<file path="config.mk">
export PLATFORM = sky130hd
export DESIGN_NAME = nandProgSeq
export DESIGN_NICKNAME = d
export VERILOG_FILES = /design/src/rtl/npsPkg.sv /design/src/rtl/npsCtrl.sv /design/src/rtl/npsDatapath.sv /design/src/rtl/nandProgSeq.sv
export SDC_FILE = /design/constraint.sdc
export NUM_CORES = 1
export LEC_CHECK = 0
export ABC_AREA = 0
export BUFFER_PORTS_ARGS = -buffer_cell sky130_fd_sc_hd__buf_2
export CAP_MARGIN = 40
export CORE_MARGIN = 3
export CORE_UTILIZATION = 60
export DETAILED_ROUTE_END_ITERATION = 8
export MAX_ROUTING_LAYER = met4
export PLACE_DENSITY = 0.85
export RECOVER_POWER = 100
export SLEW_MARGIN = 10
export SYNTH_ARGS = -nofsm -noshare
export SYNTH_HDL_FRONTEND = slang
export SYNTH_SLANG_ARGS = --single-unit
</file>
<file path="constraint.sdc">
create_clock -name clk -period 3.8 [get_ports clk]
set_input_delay 0.76 -clock clk [delete_from_list [all_inputs] [get_ports clk]]
set_output_delay 0.76 -clock clk [all_outputs]
set_load 0.005 [all_outputs]
</file>
<file path="src/rtl/npsPkg.sv">
package npsPkg;
  localparam logic [7:0] CMD_SETUP   = 8'h80;
  localparam logic [7:0] CMD_CONFIRM = 8'h10;
  localparam logic [7:0] CMD_STATUS  = 8'h70;
  localparam int ADDR_BYTES = 5;

  typedef enum logic [2:0] {
    SEL_SETUP, SEL_CONFIRM, SEL_STATUS, SEL_ADDR, SEL_DATA
  } busSel_e;

  typedef struct packed {
    logic    busCyc;    // start one bus write (weN low this coming clock)
    busSel_e sel;       // what to put on the bus
    logic    accept;    // capture request, select die, acknowledge
    logic    cntClr;    // restart the shared timer
    logic    idxClr;    // restart the byte index
    logic    idxInc;    // advance the byte index
    logic    reLow;     // open the status read window
    logic    reHigh;    // close the status read window, capture status
    logic    timeout;   // busy watchdog expired
    logic    finish;    // release die, pulse done
  } npsStrobe_t;
endpackage

</file>
<file path="src/rtl/npsCtrl.sv">
module npsCtrl
  import npsPkg::*;
#(
  parameter int PAGE_BYTES = 2048,
  parameter int ADL_CLKS   = 6,
  parameter int WB_CLKS    = 4,
  parameter int BUSY_LIMIT = 65536,
  parameter int WHR_CLKS   = 4,
  parameter int RE_CLKS    = 2,
  parameter int CW         = 17,
  parameter int IW         = 11
) (
  input  logic          clk,
  input  logic          rstN,
  input  logic          startReq,
  input  logic          rbN,
  input  logic [CW-1:0] cnt,
  input  logic [IW-1:0] idx,
  output npsStrobe_t    strobe
);
  typedef enum logic [3:0] {
    ST_IDLE, ST_SETUP, ST_ADDR, ST_GAP, ST_DATA, ST_CONFIRM,
    ST_BLIND, ST_BUSY, ST_STATUS, ST_TURN, ST_READ, ST_FIN
  } state_e;

  state_e state, stateNext;
  logic   phase, phaseNext;

  always_ff @(posedge clk or negedge rstN) begin
    if (!rstN) begin
      state <= ST_IDLE;
      phase <= 1'b0;
    end else begin
      state <= stateNext;
      phase <= phaseNext;
    end
  end

  always_comb begin
    stateNext = state;
    phaseNext = phase;
    strobe    = '0;
    strobe.sel = SEL_SETUP;
    unique case (state)
      ST_IDLE: begin
        phaseNext = 1'b0;
        if (startReq) begin
          strobe.accept = 1'b1;
          stateNext = ST_SETUP;
        end
      end
      ST_SETUP: begin
        if (!phase) begin
          strobe.busCyc = 1'b1;
          strobe.sel = SEL_SETUP;
          phaseNext = 1'b1;
        end else begin
          phaseNext = 1'b0;
          strobe.idxClr = 1'b1;
          stateNext = ST_ADDR;
        end
      end
      ST_ADDR: begin
        if (!phase) begin
          strobe.busCyc = 1'b1;
          strobe.sel = SEL_ADDR;
          phaseNext = 1'b1;
        end else begin
          phaseNext = 1'b0;
          if (idx == IW'(ADDR_BYTES - 1)) begin
            strobe.cntClr = 1'b1;
            stateNext = ST_GAP;
          end else begin
            strobe.idxInc = 1'b1;
          end
        end
      end
      ST_GAP: begin
        if (cnt == CW'(ADL_CLKS - 1)) begin
          strobe.idxClr = 1'b1;
          stateNext = ST_DATA;
        end
      end
      ST_DATA: begin
        if (!phase) begin
          strobe.busCyc = 1'b1;
          strobe.sel = SEL_DATA;
          phaseNext = 1'b1;
        end else begin
          phaseNext = 1'b0;
          if (idx == IW'(PAGE_BYTES - 1)) stateNext = ST_CONFIRM;
          else strobe.idxInc = 1'b1;
        end
      end
      ST_CONFIRM: begin
        if (!phase) begin
          strobe.busCyc = 1'b1;
          strobe.sel = SEL_CONFIRM;
          phaseNext = 1'b1;
        end else begin
          phaseNext = 1'b0;
          strobe.cntClr = 1'b1;
          stateNext = ST_BLIND;
        end
      end
      ST_BLIND: begin
        if (cnt == CW'(WB_CLKS - 1)) begin
          strobe.cntClr = 1'b1;
          stateNext = ST_BUSY;
        end
      end
      ST_BUSY: begin
        if (rbN) begin
          stateNext = ST_STATUS;
        end else if (cnt == CW'(BUSY_LIMIT - 1)) begin
          strobe.timeout = 1'b1;
          stateNext = ST_FIN;
        end
      end
      ST_STATUS: begin
        if (!phase) begin
          strobe.busCyc = 1'b1;
          strobe.sel = SEL_STATUS;
          phaseNext = 1'b1;
        end else begin
          phaseNext = 1'b0;
          strobe.cntClr = 1'b1;
          stateNext = ST_TURN;
        end
      end
      ST_TURN: begin
        if (cnt == CW'(WHR_CLKS - 1)) begin
          strobe.reLow = 1'b1;
          strobe.cntClr = 1'b1;
          stateNext = ST_READ;
        end
      end
      ST_READ: begin
        if (cnt == CW'(RE_CLKS - 1)) begin
          strobe.reHigh = 1'b1;
          stateNext = ST_FIN;
        end
      end
      ST_FIN: begin
        strobe.finish = 1'b1;
        stateNext = ST_IDLE;
      end
      default: stateNext = ST_IDLE;
    endcase
  end


  accept_only_idle_chk: assert property (@(posedge clk) disable iff (!rstN)
    strobe.accept |-> (state == ST_IDLE && startReq));

  busy_no_bus_chk: assert property (@(posedge clk) disable iff (!rstN)
    (state == ST_BLIND || state == ST_BUSY) |-> !strobe.busCyc);
endmodule

</file>
<file path="src/rtl/npsDatapath.sv">
module npsDatapath
  import npsPkg::*;
#(
  parameter int CW = 17,
  parameter int IW = 11
) (
  input  logic          clk,
  input  logic          rstN,
  input  npsStrobe_t    strobe,
  input  logic [15:0]   colAddr,
  input  logic [23:0]   rowAddr,
  input  logic [7:0]    rdData,
  input  logic [7:0]    ioIn,
  output logic [CW-1:0] cnt,
  output logic [IW-1:0] idx,
  output logic          rdReq,
  output logic          startAck,
  output logic          ceN,
  output logic          cle,
  output logic          ale,
  output logic          weN,
  output logic          reN,
  output logic [7:0]    ioOut,
  output logic          ioOe,
  output logic          done,
  output logic          fail
);
  logic [39:0] addrQ;
  logic [7:0]  addrByte;
  logic [7:0]  busByte;

  assign rdReq = strobe.busCyc && (strobe.sel == SEL_DATA);

  always_comb begin
    unique case (idx[2:0])
      3'd0:    addrByte = addrQ[7:0];
      3'd1:    addrByte = addrQ[15:8];
      3'd2:    addrByte = addrQ[23:16];
      3'd3:    addrByte = addrQ[31:24];
      default: addrByte = addrQ[39:32];
    endcase
  end

  always_comb begin
    unique case (strobe.sel)
      SEL_SETUP:   busByte = CMD_SETUP;
      SEL_CONFIRM: busByte = CMD_CONFIRM;
      SEL_STATUS:  busByte = CMD_STATUS;
      SEL_ADDR:    busByte = addrByte;
      default:     busByte = rdData;
    endcase
  end

  // shared timer and byte index
  always_ff @(posedge clk or negedge rstN) begin
    if (!rstN) begin
      cnt <= '0;
      idx <= '0;
    end else begin
      cnt <= strobe.cntClr ? '0 : cnt + 1'b1;
      if (strobe.idxClr) idx <= '0;
      else if (strobe.idxInc) idx <= idx + 1'b1;
    end
  end

  // flash pins
  always_ff @(posedge clk or negedge rstN) begin
    if (!rstN) begin
      ceN   <= 1'b1;
      cle   <= 1'b0;
      ale   <= 1'b0;
      weN   <= 1'b1;
      reN   <= 1'b1;
      ioOut <= '0;
      ioOe  <= 1'b0;
    end else begin
      if (strobe.accept) ceN <= 1'b0;
      else if (strobe.finish) ceN <= 1'b1;

      if (strobe.busCyc) begin
        weN   <= 1'b0;
        ioOut <= busByte;
        ioOe  <= 1'b1;
        cle   <= (strobe.sel != SEL_ADDR) && (strobe.sel != SEL_DATA);
        ale   <= (strobe.sel == SEL_ADDR);
      end else begin
        weN <= 1'b1;
        if (weN) begin
          cle <= 1'b0;
          ale <= 1'b0;
        end
      end

      if (strobe.reLow) begin
        reN  <= 1'b0;
        ioOe <= 1'b0;
      end else if (strobe.reHigh) begin
        reN <= 1'b1;
      end
      if (strobe.finish) ioOe <= 1'b0;
    end
  end

  // request capture and result
  always_ff @(posedge clk or negedge rstN) begin
    if (!rstN) begin
      addrQ    <= '0;
      startAck <= 1'b0;
      done     <= 1'b0;
      fail     <= 1'b0;
    end else begin
      startAck <= strobe.accept;
      done     <= strobe.finish;
      if (strobe.accept) begin
        addrQ <= {rowAddr, colAddr};
        fail  <= 1'b0;
      end
      if (strobe.timeout) fail <= 1'b1;
      else if (strobe.reHigh) fail <= ioIn[0];
    end
  end


  latch_exclusive_chk: assert property (@(posedge clk) disable iff (!rstN)
    !(cle && ale));

  we_needs_ce_chk: assert property (@(posedge clk) disable iff (!rstN)
    !weN |-> !ceN);

  we_low_one_chk: assert property (@(posedge clk) disable iff (!rstN)
    !weN |=> weN);

  re_bus_free_chk: assert property (@(posedge clk) disable iff (!rstN)
    !reN |-> !ioOe);

  done_single_chk: assert property (@(posedge clk) disable iff (!rstN)
    done |=> !done);

  ack_single_chk: assert property (@(posedge clk) disable iff (!rstN)
    startAck |=> !startAck);
endmodule

</file>
<file path="src/rtl/nandProgSeq.sv">
module nandProgSeq
  import npsPkg::*;
#(
  parameter int PAGE_BYTES = 2048,
  parameter int ADL_CLKS   = 6,
  parameter int WB_CLKS    = 4,
  parameter int BUSY_LIMIT = 65536,
  parameter int WHR_CLKS   = 4,
  parameter int RE_CLKS    = 2
) (
  input  logic        clk,
  input  logic        rstN,
  input  logic        startReq,
  output logic        startAck,
  input  logic [15:0] colAddr,
  input  logic [23:0] rowAddr,
  output logic        rdReq,
  input  logic [7:0]  rdData,
  output logic        ceN,
  output logic        cle,
  output logic        ale,
  output logic        weN,
  output logic        reN,
  output logic [7:0]  ioOut,
  output logic        ioOe,
  input  logic [7:0]  ioIn,
  input  logic        rbN,
  output logic        done,
  output logic        fail
);
  localparam int WAIT_MAX1 = (ADL_CLKS > WB_CLKS) ? ADL_CLKS : WB_CLKS;
  localparam int WAIT_MAX2 = (WHR_CLKS > RE_CLKS) ? WHR_CLKS : RE_CLKS;
  localparam int WAIT_MAX3 = (WAIT_MAX1 > WAIT_MAX2) ? WAIT_MAX1 : WAIT_MAX2;
  localparam int CNT_MAX   = (BUSY_LIMIT > WAIT_MAX3) ? BUSY_LIMIT : WAIT_MAX3;
  localparam int CW        = $clog2(CNT_MAX + 1);
  localparam int IDX_MAX   = (PAGE_BYTES > ADDR_BYTES) ? PAGE_BYTES : ADDR_BYTES;
  localparam int IW        = (IDX_MAX > 8) ? $clog2(IDX_MAX) : 3;

  npsStrobe_t    strobe;
  logic [CW-1:0] cnt;
  logic [IW-1:0] idx;

  npsCtrl #(
    .PAGE_BYTES(PAGE_BYTES), .ADL_CLKS(ADL_CLKS), .WB_CLKS(WB_CLKS),
    .BUSY_LIMIT(BUSY_LIMIT), .WHR_CLKS(WHR_CLKS), .RE_CLKS(RE_CLKS),
    .CW(CW), .IW(IW)
  ) i_ctrl (
    .clk(clk), .rstN(rstN), .startReq(startReq), .rbN(rbN),
    .cnt(cnt), .idx(idx), .strobe(strobe)
  );

  npsDatapath #(.CW(CW), .IW(IW)) i_dp (
    .clk(clk), .rstN(rstN), .strobe(strobe),
    .colAddr(colAddr), .rowAddr(rowAddr), .rdData(rdData), .ioIn(ioIn),
    .cnt(cnt), .idx(idx), .rdReq(rdReq), .startAck(startAck),
    .ceN(ceN), .cle(cle), .ale(ale), .weN(weN), .reN(reN),
    .ioOut(ioOut), .ioOe(ioOe), .done(done), .fail(fail)
  );
endmodule

</file>
* Word level (Yosys, flattened, before mapping)
Index checks and enable logic that the tools add are counted.
Storage, ports and cells: logic and storage cells 135, input bits 60, output and inout bits 18, bits in registers 90
Cells by class: $add $sub $neg 2, multiplexer cells 63, eq/ne operators 39, reduce and logical (&&, ||, !) cells 16
Operator list (number):
- 4-bit 2-to-1 mux | 19
- 8-bit one-hot mux with 4 select lines | 2
- 4-bit one-hot mux with 11 select lines | 1
- 1-bit 2-to-1 mux | 33
- 11-bit 2-to-1 mux | 2
- 2-bit by 1-bit inequality test with 1-bit output (second input constant) | 11
- 4-bit one-hot mux with 5 select lines | 1
- 17-bit by 1-bit adder with 17-bit output (second input constant) | 1
- 17-bit by 1-bit == test with 1-bit output (second input constant) | 1
- 17-bit by 16-bit == test with 1-bit output (second input constant) | 1
- 17-bit by 2-bit == test with 1-bit output (second input constant) | 1
- 17-bit by 3-bit == test with 1-bit output (second input constant) | 1
- 17-bit 2-to-1 mux | 1
- 4-bit by 3-bit == test with 1-bit output (second input constant) | 4
- 4-bit == test (second input constant) | 4
- 13-bit AND reduction | 1
- 3-bit by 2-bit == test with 1-bit output (second input constant) | 4
- 11-bit by 1-bit adder with 11-bit output (second input constant) | 1
- 11-bit == test (second input constant) | 1
- 11-bit by 3-bit == test with 1-bit output (second input constant) | 1
- 2-bit nonzero test | 5
- 4-bit by 2-bit == test with 1-bit output (second input constant) | 2
- 3-bit by 1-bit == test with 1-bit output (second input constant) | 2
- 3-bit logical NOT | 2
- other kinds (12) | 18

* Depth between registers and ports, before layout
word-level depth 6, depth in mapped cells 12, depth with buffers taken out 12

* By module
From an unflattened synthesis, not the netlist that was laid out.
Second synthesis, totals: cells, all modules 437, area, all modules 4699.5 um^2
Modules (own cells, without submodules):
- npsDatapath | area each 3920.0 um^2, times used 1, sequential area each 2130.8 um^2, cells an instance 338
- npsCtrl | area each 779.5 um^2, times used 1, sequential area each 125.1 um^2, cells an instance 99

* Worst setup path before layout
Ideal clock, no wire load.
path kind reg2reg, start reg i_dp.cnt[0], end reg i_ctrl.state[0], buffers on the path 0, arrival 2.212 ns, stages on the path, launching flop included 13, clock period less this slack 2.294 ns, setup time 0.082 ns, path slack 1.506 ns, data required time 3.718 ns, cells stage by stage dfrtp_1 -> ha_1 -> and3_1 -> nand4_1 -> nor2_1 -> and3_1 -> ha_1 -> nor4bb_1 -> o21ai_0 -> o21ai_2 -> nor4_4 -> a21oi_1 -> a31oi_1
Between the ends: cells in the longest elaborated chain, start to end 3, elaborated cells on any way between the ends 10, those cells by class eq/ne: 9; reduce/logical: 1
Ends and longest elaborated chain:
- start, declared | RTL line npsDatapath.sv:14 | output logic [CW-1:0] cnt,
- start signal, assigned | RTL line npsDatapath.sv:60 | cnt <= strobe.cntClr ? '0 : cnt + 1'b1;
- 17-bit by 16-bit == test with 1-bit output (tied with other cells) | RTL line npsCtrl.sv:115 | end else if (cnt == CW'(BUSY_LIMIT - 1)) begin
- 3-bit by 2-bit inequality test with 1-bit output (no line) or 2-bit by 1-bit inequality test with 1-bit output (tied branches)
- 13-bit AND reduction (no line) *
- end signal, assigned | RTL line npsCtrl.sv:34 | state <= stateNext;
- end, declared | RTL line npsCtrl.sv:26 | state_e state, stateNext;
Every way passes the cells marked *; elsewhere a longest branch is shown, timed or not. A chain may end at the register's enable or synchronous reset.

* Final worst setup path
start reg i_dp.cnt[11], end reg i_dp.cnt[4]
Between the ends: cells in the longest elaborated chain, start to end 4
Ends and longest elaborated chain:
- 17-bit by 2-bit == test with 1-bit output | RTL line npsCtrl.sv:107, npsCtrl.sv:132
- 1-bit 2-to-1 mux | RTL line npsCtrl.sv:107, npsCtrl.sv:132
- 1-bit one-hot mux with 3 select lines | RTL line npsCtrl.sv:44 | unique case (state)
- 17-bit 2-to-1 mux | RTL line npsDatapath.sv:60
No other way between the ends.

==> metrics <==
Mapped Area=4530 um^2; Antenna Nets Post-Route=0; Hold Crit Start=i_dp.addrQ[19]; failing checks=max-capacitance violations, max-slew violations; total negative setup slack=0 ns; critical path arrival=3.23 ns; Multi-input gate area=around 2000 um^2; core outline area=~7300 um^2; # setup viols final=0; CTS buffer count=9; initial antenna violation count=0; most common cell after layout, fill and taps aside=nand2_1; WL final=10.5 mm; CP max stage cell=o21ai_0; maxcap violations=2; sequential area share after synthesis=0.498; First DRT Iteration DRCs=264; FF+latch count, synth=90; placed cell count=approximately 660; DP Area=just under 5000 um^2; CTS tree=built; Hold Slack=between 0.4 and 0.5 ns; Longest Clk Path Bufs=2; Fill cells=636; status=finished with violations; worst slew pin tran=around 1.9 ns; global-route wire length before repair=17.9 mm; r2r startpoint=i_dp.cnt[11]; Worst Setup Start Kind=register; Post-CTS Setup Bufs=0; peak supply drop=0.000358 V; commonest non-fill, non-tap cells in the layout=nand2_1 (144), dfrtp_1 (87), buf_2 (64), nor2_1 (51), o21ai_0 (19); worst skew pair latency=around 0.36 ns; WHS Path Cells=2; Crit. End Element=register; Core Util, Final=0.696; max layer used=met4; CTS clk-pin slew, worst paths=0.09 ns; Setup Crit Path Kind=reg -> reg; Post-CTS Resized=0; # diodes=0; iteration count of the initial detailed-routing pass=5; Stages on worst setup path=5; WL met1=4.66 mm; Hold Buf Count CTS=0; DRC viols=0; boundary pin count=78; share of layout cells above drive strength 1=0.158; final cell count without fillers=around 680; FP Rows=31; Crit path buffers/inverters=0; Max Clk Rate=~0.33 GHz; CP delay by family, top=compound AO/OA/AOI/OAI gates; top_reg_cell synth=dfrtp_1; final hold vios=0; vias in the first global route=~3700; starting density of the core=0.621; Final Cell Area=~5100 um^2; die height=approximately 93 um; Cell Pwr Density=733 nW/um^2; vias=3816; worst-path cell chain=or4_1, nor2_1, nand4b_1, o21ai_0, nor2_1; Synth Net Count=579; worst r2r path cells=5; asr flop ratio synth=1.00; Mapped Avg Cell Area=just under 9 um^2; Leak Pwr=around 2.5 nW; routed wl met2=slightly above 5 mm; Post-Syn Instances=511; RSZ-0062 raised after global routing=no; Layout Skew=between 0.01 and 0.015 ns; required time of the critical path=slightly below 4 ns; Hold WC Path Type=reg -> reg; fin. max-slew vios=between 50 and 60; Worst path max stage delay=roughly 1.4 ns; Clock Root Buffer=clkbuf_8; GRT Total Usage=0.266; Seq. cell area=~2300 um^2; port bufs=70; R2R setup slack=about 0.73 ns; post-DP HPWL=7.33 mm; Placer Congestion=0.923; Post-synth EDFFs=0; Reg-to-Reg End=i_dp.cnt[4]; Die ar.=about 8600 um^2; routed length on met3=between 500 and 600 um; Via-to-Cell Ratio=between 5 and 6; htree depth=3; Slew headroom=-0.290; WHS Endpoint=i_dp.addrQ[19]; Layout Nets=roughly 640; Die W=92.9 um; clock sinks=90; grt ovf=0; YS warnings=0; CP max FO=17; largest net degree at the start of global routing=42; Top cell by count, worst path=nor2_1; P&R area growth vs syn=12.0%; Distinct cells, synth=around 60; Final Cycle Share=0.808; crit path time final=around 3.1 ns; Routed WL per cell=about 16 um
cell families (layout without fill, tap and decap cells):
| logic type | Yosys count | after routing | share of synthesized area |
|---|---|---|---|
| DFF | 90 | 90 | 0.498 |
| buffers and inverters | 46 | 111 | 0.0406 |
| xor gates and xnor gates | 23 | 23 | 0.0445 |
| AOI/OAI and AO/OA | 74 | 74 | 0.114 |
| adders and majority gates | 8 | 8 | 0.0221 |
| muxes | 3 | 3 | 0.00663 |
| and+or+nand+nor | 267 | 267 | 0.275 |
registers in the layout, indices dropped and copies added, names as in the netlist, 4 cells and up:
register	cells
i_dp.addrQ	40
i_dp.cnt	17
i_dp.idx	11
i_dp.ioOut	8
i_ctrl.state	4
cells in the mapped netlist (all sizes together), types with 2 or more instances:
cell type | instances | area [um^2]
xnor2 | 11 | 96.3
or4 | 5 | 48.8
o22ai | 3 | 18.8
xor2 | 12 | 105
a211oi | 2 | 15.0
nand4 | 8 | 56.3
a221oi | 6 | 52.6
dfrtp | 87 | 2180
buf | 7 | 37.5
mux2i | 3 | 30.0
a22oi | 5 | 37.5
o21ai | 19 | 103
and3 | 5 | 31.3
nand3 | 15 | 75.1
nand3b | 2 | 15.0
o21a | 3 | 22.5
nor4 | 6 | 73.8
nor4bb | 2 | 20.0
clkbuf | 20 | 75.1
nor2b | 7 | 43.8
dfstp | 3 | 78.8
a21oi | 11 | 55.1
nand2 | 144 | 541
inv | 18 | 67.6
a22o | 6 | 52.6
a222oi | 4 | 40.0
or4b | 2 | 20.0
a21o | 2 | 15.0
o31ai | 2 | 15.0
and2 | 4 | 25.0
nor3 | 8 | 40.0
a31oi | 3 | 18.8
nor2 | 52 | 198
ha | 8 | 100
per-layer routing:
layer / global-route usage / vias up
met5: - / -
met4: 0.0794 / 0
met3: 0.0333 / 17
met2: 0.406 / 124
met1: 0.377 / 1829
li1: - / 1846
cell type report:
cell class,instances,area share
multi-input cells,375,0.405
inverters,19,0.0140
well taps,99,0.0244
repair buffers,76,0.0737
clock inverters,6,0.0128
clock buffers,10,0.0251
flip-flops and latches,90,0.444
through the flow:
stage	setup WS (ns)	total power, mW
CTS	1.09	3.75
global placement	1.22	3.02
detailed placement	1.12	3.09
global route	0.448	3.99
finish	0.728	3.72
floorplan	1.51	2.68
worst reg2reg max path, delay by kind of cell (launching register included):
family,cells,cell delay [ns]
AO/OA/AOI/OAI,1,1.41
flip-flops,1,0.43
AND/OR/NAND/NOR,4,1.03
how the worst max path moves through the flow:
stage | slack, ns | to | start
2_1_floorplan | 1.51 | i_ctrl.state[0] | i_dp.cnt[0]
3_3_place_gp | 1.22 | i_dp.addrQ[39] | i_ctrl.state[1]
3_5_place_dp | 1.12 | i_ctrl.state[0] | i_dp.cnt[0]
4_1_cts | 1.09 | rdReq | i_ctrl.state[2]
5_1_grt | 0.45 | i_dp.cnt[4] | i_dp.cnt[11]
6_report | 0.73 | i_dp.cnt[4] | i_dp.cnt[11]
where the power goes:
part	total (mW)	internal (mW)	switching, mW
clock	0.656	0.307	0.348
combinational	1.42	0.595	0.821
sequential	1.65	1.30	0.356
No activity file was read; power rests on OpenSTA's default activity.
